===== src/rtl/sbr_pkg.sv =====
package sbr_pkg;
  localparam int BYTE_W   = 8;
  localparam int ADDR_W   = 22;
  localparam int ROM_AW   = 24;
  localparam int SEL_N    = 4;
  localparam int SEL_LSB  = ROM_AW - SEL_N;
  localparam int SEL_SRC  = 20;
  localparam int SEL_SW   = $clog2(SEL_N);

  typedef enum logic {PH_LOW = 1'b0, PH_MID = 1'b1} phase_e;
endpackage


===== src/rtl/sbr_port.sv =====
module sbr_port
  import sbr_pkg::*;
#(
  parameter int SIDE_W   = 6,
  parameter int LOW_SIDE = 2
) (
  input  logic              clk,
  input  logic              rst,
  input  logic [BYTE_W-1:0] bus_in,
  input  logic              strobe,
  input  logic              oe,
  input  logic [SIDE_W-1:0] side,
  input  logic              gnt,
  input  logic              wr,
  input  logic [BYTE_W-1:0] rom_byte,
  output logic [ADDR_W-1:0] addr,
  output logic              pend,
  output logic [BYTE_W-1:0] bus_out,
  output logic              bus_oe
);
  localparam int MID_LSB  = BYTE_W + LOW_SIDE;
  localparam int HIGH_LSB = 2 * BYTE_W + LOW_SIDE;
  localparam logic [SIDE_W-1:0] LOW_MASK = SIDE_W'((1 << LOW_SIDE) - 1);

  logic              strobe_q, oe_q;
  logic              st_rise, oe_rise;
  phase_e            phase;
  logic [BYTE_W-1:0] low_q, mid_q, data_q;
  logic [SIDE_W-1:0] side_q;

  assign st_rise = strobe & ~strobe_q;
  assign oe_rise = oe & ~oe_q;

  always_ff @(posedge clk) begin
    if (rst) begin
      strobe_q <= 1'b0;
      oe_q     <= 1'b0;
      phase    <= PH_LOW;
      low_q    <= '0;
      mid_q    <= '0;
      side_q   <= '0;
      pend     <= 1'b0;
      data_q   <= '0;
    end else begin
      strobe_q <= strobe;
      oe_q     <= oe;
      if (oe_rise) begin
        phase <= PH_LOW;
      end else if (st_rise) begin
        if (phase == PH_LOW) begin
          low_q <= bus_in;
          phase <= PH_MID;
        end else begin
          mid_q  <= bus_in;
          side_q <= side;
          phase  <= PH_LOW;
        end
      end
      if (st_rise && !oe_rise && phase == PH_MID) begin
        pend <= 1'b1;
      end else if (gnt) begin
        pend <= 1'b0;
      end
      if (wr) begin
        data_q <= rom_byte;
      end
    end
  end

  assign addr = ADDR_W'(low_q)
              | (ADDR_W'(side_q & LOW_MASK) << BYTE_W)
              | (ADDR_W'(mid_q) << MID_LSB)
              | (ADDR_W'(side_q >> LOW_SIDE) << HIGH_LSB);

  assign bus_oe  = oe;
  assign bus_out = oe ? data_q : '0;
endmodule


===== src/rtl/sbr_slot_arb.sv =====
module sbr_slot_arb
  import sbr_pkg::*;
#(
  parameter int SLOT_LEN = 4
) (
  input  logic              clk,
  input  logic              rst,
  input  logic              pend_a,
  input  logic              pend_b,
  input  logic [ADDR_W-1:0] addr_a,
  input  logic [ADDR_W-1:0] addr_b,
  output logic              gnt_a,
  output logic              gnt_b,
  output logic              wr_a,
  output logic              wr_b,
  output logic              busy,
  output logic [ADDR_W-1:0] addr_q,
  output logic [$clog2(SLOT_LEN)-1:0] cnt
);
  localparam int CNT_W = $clog2(SLOT_LEN);
  localparam logic [CNT_W-1:0] LAST = CNT_W'(SLOT_LEN - 1);

  logic start, pick_b, done, cur_b, last_b;

  assign start  = (cnt == '0) && !busy && (pend_a || pend_b);
  assign pick_b = pend_b && (!pend_a || !last_b);
  assign done   = busy && (cnt == LAST);
  assign gnt_a  = start && !pick_b;
  assign gnt_b  = start && pick_b;
  assign wr_a   = done && !cur_b;
  assign wr_b   = done && cur_b;

  always_ff @(posedge clk) begin
    if (rst) begin
      cnt    <= '0;
      busy   <= 1'b0;
      cur_b  <= 1'b0;
      last_b <= 1'b1;
      addr_q <= '0;
    end else begin
      cnt <= (cnt == LAST) ? '0 : cnt + 1'b1;
      if (start) begin
        busy   <= 1'b1;
        cur_b  <= pick_b;
        addr_q <= pick_b ? addr_b : addr_a;
      end else if (done) begin
        busy   <= 1'b0;
        last_b <= cur_b;
      end
    end
  end
endmodule


===== src/rtl/sbr_bank_map.sv =====
module sbr_bank_map
  import sbr_pkg::*;
(
  input  logic              linear_mode,
  input  logic              busy,
  input  logic [ADDR_W-1:0] addr_q,
  output logic [ROM_AW-1:0] rom_addr
);
  logic [SEL_N-1:0]  sel_n;
  logic [SEL_SW-1:0] bank;

  assign bank = addr_q[SEL_SRC +: SEL_SW];

  for (genvar i = 0; i < SEL_N; i++) begin : g_sel
    assign sel_n[i] = !(busy && (bank == SEL_SW'(i)));
  end

  always_comb begin
    rom_addr = ROM_AW'(addr_q);
    if (!linear_mode) begin
      rom_addr[ROM_AW-1:SEL_LSB] = sel_n;
    end
  end
endmodule


===== src/rtl/sample_rom_bridge.sv =====
module sample_rom_bridge
  import sbr_pkg::*;
#(
  parameter int SLOT_LEN = 4
) (
  input  logic        clk,
  input  logic        rst,
  input  logic        linear_mode,
  input  logic [7:0]  a_bus_in,
  input  logic        a_strobe,
  input  logic        a_oe,
  input  logic [5:0]  a_side,
  output logic [7:0]  a_bus_out,
  output logic        a_bus_oe,
  input  logic [7:0]  b_bus_in,
  input  logic        b_strobe,
  input  logic        b_oe,
  input  logic [3:0]  b_side,
  output logic [7:0]  b_bus_out,
  output logic        b_bus_oe,
  output logic [23:0] rom_addr,
  input  logic [7:0]  rom_data,
  input  logic        inv_in,
  output logic        inv_out
);
  localparam int CNT_W = $clog2(SLOT_LEN);

  logic [ADDR_W-1:0] a_addr, b_addr, acc_addr;
  logic              a_pend, b_pend, a_gnt, b_gnt, a_wr, b_wr, acc_busy;
  logic [CNT_W-1:0]  slot_cnt;

  sbr_port #(.SIDE_W(6), .LOW_SIDE(2)) u_port_a (
    .clk(clk), .rst(rst), .bus_in(a_bus_in), .strobe(a_strobe), .oe(a_oe),
    .side(a_side), .gnt(a_gnt), .wr(a_wr), .rom_byte(rom_data),
    .addr(a_addr), .pend(a_pend), .bus_out(a_bus_out), .bus_oe(a_bus_oe)
  );

  sbr_port #(.SIDE_W(4), .LOW_SIDE(4)) u_port_b (
    .clk(clk), .rst(rst), .bus_in(b_bus_in), .strobe(b_strobe), .oe(b_oe),
    .side(b_side), .gnt(b_gnt), .wr(b_wr), .rom_byte(rom_data),
    .addr(b_addr), .pend(b_pend), .bus_out(b_bus_out), .bus_oe(b_bus_oe)
  );

  sbr_slot_arb #(.SLOT_LEN(SLOT_LEN)) u_arb (
    .clk(clk), .rst(rst), .pend_a(a_pend), .pend_b(b_pend),
    .addr_a(a_addr), .addr_b(b_addr), .gnt_a(a_gnt), .gnt_b(b_gnt),
    .wr_a(a_wr), .wr_b(b_wr), .busy(acc_busy), .addr_q(acc_addr),
    .cnt(slot_cnt)
  );

  sbr_bank_map u_map (
    .linear_mode(linear_mode), .busy(acc_busy), .addr_q(acc_addr),
    .rom_addr(rom_addr)
  );

  assign inv_out = ~inv_in;
endmodule


===== config.mk =====
export PLATFORM = sky130hd
export DESIGN_NAME = sample_rom_bridge
export DESIGN_NICKNAME = d
export VERILOG_FILES = /design/src/rtl/sbr_pkg.sv /design/src/rtl/sbr_port.sv /design/src/rtl/sbr_slot_arb.sv /design/src/rtl/sbr_bank_map.sv /design/src/rtl/sample_rom_bridge.sv
export SDC_FILE = /design/constraint.sdc
export NUM_CORES = 1
export LEC_CHECK = 0
export ABC_AREA = 1
export BUFFER_PORTS_ARGS = -buffer_cell sky130_fd_sc_hd__buf_4
export CORE_UTILIZATION = 31
export DETAILED_ROUTE_END_ITERATION = 6
export GPL_ROUTABILITY_DRIVEN = 0
export PLACE_DENSITY = 0.59
export SLEW_MARGIN = 10
export SYNTH_ARGS = -nofsm -noshare
export SYNTH_HDL_FRONTEND = slang
export SYNTH_SLANG_ARGS = --single-unit

===== constraint.sdc =====
create_clock -name clk -period 1.2 [get_ports clk]
set_input_delay 0.18 -clock clk [delete_from_list [all_inputs] [get_ports clk]]
set_output_delay 0.18 -clock clk [all_outputs]
set_load 0.005 [all_outputs]

==> impl_metrics.tcl <==
set metrics [dict create \
    port_buffers 84 \
    critical_path_buf_inv_count 5 \
    timing.critical_path.fanout_max 5 \
    topmost_layer_with_routed_signal_wires "met4" \
    drt_wl_total_um 10400 \
    via_per_inst 4.58 \
    fin_hold_ws_ns 0.0754 \
    post_synth_fa_ha_maj_area_fraction_pct 0.638 \
    total_power_mw 6.66 \
    die-width_um 114 \
    chain_of_cells_forming_the_critical_path "inv_2 > ha_4 > inv_4 > nor2_4 > nand2_4 > buf_6 > clkinv_8 > clkbuf_16 > nand2_1 > a21oi_1" \
    status "finished, violations left" \
    grt_setup_unrepaired "true" \
    worstSkewPairLatency_ns 0.34 \
    grt_overflow_total 0 \
    failed_checks "setup timing" \
    power.density_cell_area_nw_per_um2 1210 \
    maxCapViolCount 0 \
    timing.fmax_mhz 750 \
    layout_min_cycle_time_ns 1.33 \
    via_count_of_the_first_global_routing_pass 3486 \
    die_height_um 114 \
    die_area_um2 13100 \
    final_nets 675 \
    timing.setup.critical_path_class "reg -> reg" \
    post-route-util_pct 45.4 \
    ys_seq_elements 93 \
    drcViolationCount 0 \
    slowest_stage "sky130_fd_sc_hd__dfxtp_2" \
    yosys.area.top_type_share_pct 47.5 \
    clockRootBuffer "sky130_fd_sc_hd__clkbuf_16" \
    leakagePower_nw 2.49 \
    synth_top_family_by_area "simple AND/OR/NAND/NOR gates" \
    floorplan.core_area_um2 12200 \
    clk_pin_slew_ns 0.08 \
    fin_cells 804 \
    synthXorXnorAreaFrac_pct 0 \
    synth.area.mux_share_pct 0 \
    synth_nets 594 \
    grt_usage_pct 16.2 \
    timing.final.hold_violations 0 \
    synth.area.top_cells "sky130_fd_sc_hd__dfxtp_1, sky130_fd_sc_hd__nand2_1, sky130_fd_sc_hd__nor2_1" \
    placement.setup.worst_slack_ns -0.0820 \
    post_cts_hold_buffer_count 0 \
    timing.final.crit_share_pct 111 \
    worst-endpoint-required_ns 1.47 \
    final_antenna_net_count 0 \
    numClockSinks 93 \
    pin_count_of_the_biggest_net_entering_global_routing 62 \
    timing.critical_path.slowest_cell_delay_ns 0.33 \
    critPathTopFamily "buffers and inverters" \
    relative_slew_slack_pct 75.3 \
    syn-cell-area_um2 3920 \
    synth.yosys.warnings 0 \
    layout-drive-gt1-share_pct 30.8 \
    worst_setup_path_start_kind "flop" \
    route.met3.wl_um 576 \
    route.detailed.wl_per_inst_um 12.9 \
    wirelength_met1_um 4900 \
    cts_tree "yes" \
    synth-seq-area-share_pct 47.5 \
    route.met2.wl_um 4830 \
    rows 40 \
    detailed_placement_wirelength_estimate_um 7080 \
    area_growth_syn_to_layout_pct 40.7 \
    synth.largest_area_cell "sky130_fd_sc_hd__dfxtp_1" \
    ios 85 \
    detail_route.first_pass.iterations 4 \
    synthesized_area_fraction_occupied_by_and_or_nand_nor_cells_pct 26.3 \
    synthDistinctLibCells 22 \
    h-tree-depth 3 \
    drt_iter0_drc 179 \
    final_critical_path_setup_slack_ns -0.134 \
    place_inst 770 \
    min-delay-path-class "in -> reg" \
    insertedDiodeCount 0 \
    synth_compound_area_share_pct 12.9 \
    critPathArrivalTime_ns 1.60 \
    slew_viol_final 0 \
    finClkSkew_ns 0.0168 \
    critPathCaptureType "flop" \
    cts-buffers-inserted 9 \
    vias 3685 \
    tightest_slew_ns 0.371 \
    vdd.ir_drop.worst_v 0.000746 \
    first_pass_grt_wire_length_um 16700 \
    grt_antenna_before_repair 0 \
    starting_density_of_the_core_pct 32.2 \
    cts_buffer_depth 2 \
    synth_cells 550 \
    setup_violations 32 \
    syn-mean-instance-area_um2 7.13 \
]
[sequential cells by signal (all words and copies together), names as in the netlist, 4 cells and up]
signal / count
u_port_b.mid_q: 8
u_port_a.data_q: 8
u_arb.addr_q: 22
u_port_a.side_q: 6
u_port_b.data_q: 8
u_port_a.mid_q: 8
u_port_b.side_q: 4
u_port_a.low_q: 8
u_port_b.low_q: 8
[Yosys cell counts]
cell,number
sky130_fd_sc_hd__nand3_1,26
sky130_fd_sc_hd__nor2_2,3
sky130_fd_sc_hd__nand2_2,4
sky130_fd_sc_hd__buf_2,7
sky130_fd_sc_hd__nand2_1,111
sky130_fd_sc_hd__inv_2,3
sky130_fd_sc_hd__inv_1,48
sky130_fd_sc_hd__o31ai_1,1
sky130_fd_sc_hd__o21ai_1,1
sky130_fd_sc_hd__clkbuf_2,2
sky130_fd_sc_hd__a21oi_1,35
sky130_fd_sc_hd__or2_2,1
sky130_fd_sc_hd__o22ai_1,1
sky130_fd_sc_hd__dfxtp_1,93
sky130_fd_sc_hd__buf_4,29
sky130_fd_sc_hd__ha_1,2
sky130_fd_sc_hd__clkbuf_1,9
sky130_fd_sc_hd__nand3_2,2
sky130_fd_sc_hd__nor2_1,107
sky130_fd_sc_hd__nand4_1,2
sky130_fd_sc_hd__o21ai_0,62
sky130_fd_sc_hd__buf_6,1
[per-stage QoR]
| stage | setup TNS [ns] | instance area, um^2 |
|---|---|---|
| 2_1_floorplan | 0 | 3940 |
| 3_3_place_gp | -0.0119 | 4660 |
| 3_5_place_dp | -1.44 | 4660 |
| 4_1_cts | -1.85 | 5190 |
| 5_1_grt | -4.96 | 5520 |
| 6_report | -2.44 | 5520 |
[what timing repair did]
item,CTS,global route
gates resized for setup,50,64
setup buffers,7,1
pin swaps,6,15
cloned,4,6
endpoints found under the setup margin,45,80
[tightest hold or removal path: cells and delay by family]
kind	cells	cell delay (ns)
simple gates	2	0.13
buf+inv	1	0.08
[layer usage]
layer	vias to the layer above	GRT usage [%]
li1	1883	-
met1	1707	21.5
met2	87	26.2
met3	8	4.29
met4	0	4.07
met5	-	0
[layout make-up]
type	count	area [um^2]
repair inverters	1	7.51
inverters	51	220
clock buffers	10	229
multi-input cells	359	1800
flip-flops and latches	93	1870
clock inverters	6	50.0
well taps	168	210
repair buffers	116	1130
fillers	1202	6640
[report_power, final]
group	internal [mW]	total [mW]	switching, mW
Clock	1.44	2.68	1.24
Combinational	0.357	0.748	0.391
Sequential	3.18	3.23	0.0577
[cell families after synthesis]
kind of cell,Yosys count
and+or+nand+nor,256
AOI/OAI and AO/OA,100
buffers and inverters,99
DFF,93
adders and majority gates,2
[path summary, 6_finish.rpt]
path                                     end  slack (ns)                    start  depth (start not counted)
max            u_arb.addr_q[10]$_SDFFE_PP0N_       -0.13  u_arb.cnt[0]$_SDFF_PP0_                         10
min          u_port_a.data_q[1]$_SDFFE_PP0P_        0.08              rom_data[1]                          3
max reg2reg    u_arb.addr_q[10]$_SDFFE_PP0N_       -0.13  u_arb.cnt[0]$_SDFF_PP0_                         10
min reg2reg          u_arb.cnt[0]$_SDFF_PP0_        0.44  u_arb.cnt[0]$_SDFF_PP0_                          1
[placed cells by master, fill, tap and decap left out, types with 5 or more instances in the layout]
cell type | Yosys | layout
sky130_fd_sc_hd__dfxtp_1 | 93 | 88
sky130_fd_sc_hd__nand3_1 | 26 | 24
sky130_fd_sc_hd__a21oi_1 | 35 | 27
sky130_fd_sc_hd__o21ai_0 | 62 | 39
sky130_fd_sc_hd__nor2_1 | 107 | 105
sky130_fd_sc_hd__inv_2 | 3 | 6
sky130_fd_sc_hd__buf_6 | 1 | 6
sky130_fd_sc_hd__buf_12 | 0 | 6
sky130_fd_sc_hd__clkbuf_16 | 0 | 13
sky130_fd_sc_hd__inv_1 | 48 | 38
sky130_fd_sc_hd__o21ai_2 | 0 | 7
sky130_fd_sc_hd__buf_4 | 29 | 95
sky130_fd_sc_hd__nand2_2 | 4 | 9
sky130_fd_sc_hd__nand2_4 | 0 | 8
sky130_fd_sc_hd__nand2_1 | 111 | 98
sky130_fd_sc_hd__clkinvlp_4 | 0 | 5
sky130_fd_sc_hd__a21oi_2 | 0 | 8
sky130_fd_sc_hd__o21ai_1 | 1 | 17
(Power assumes the default switching activity.)
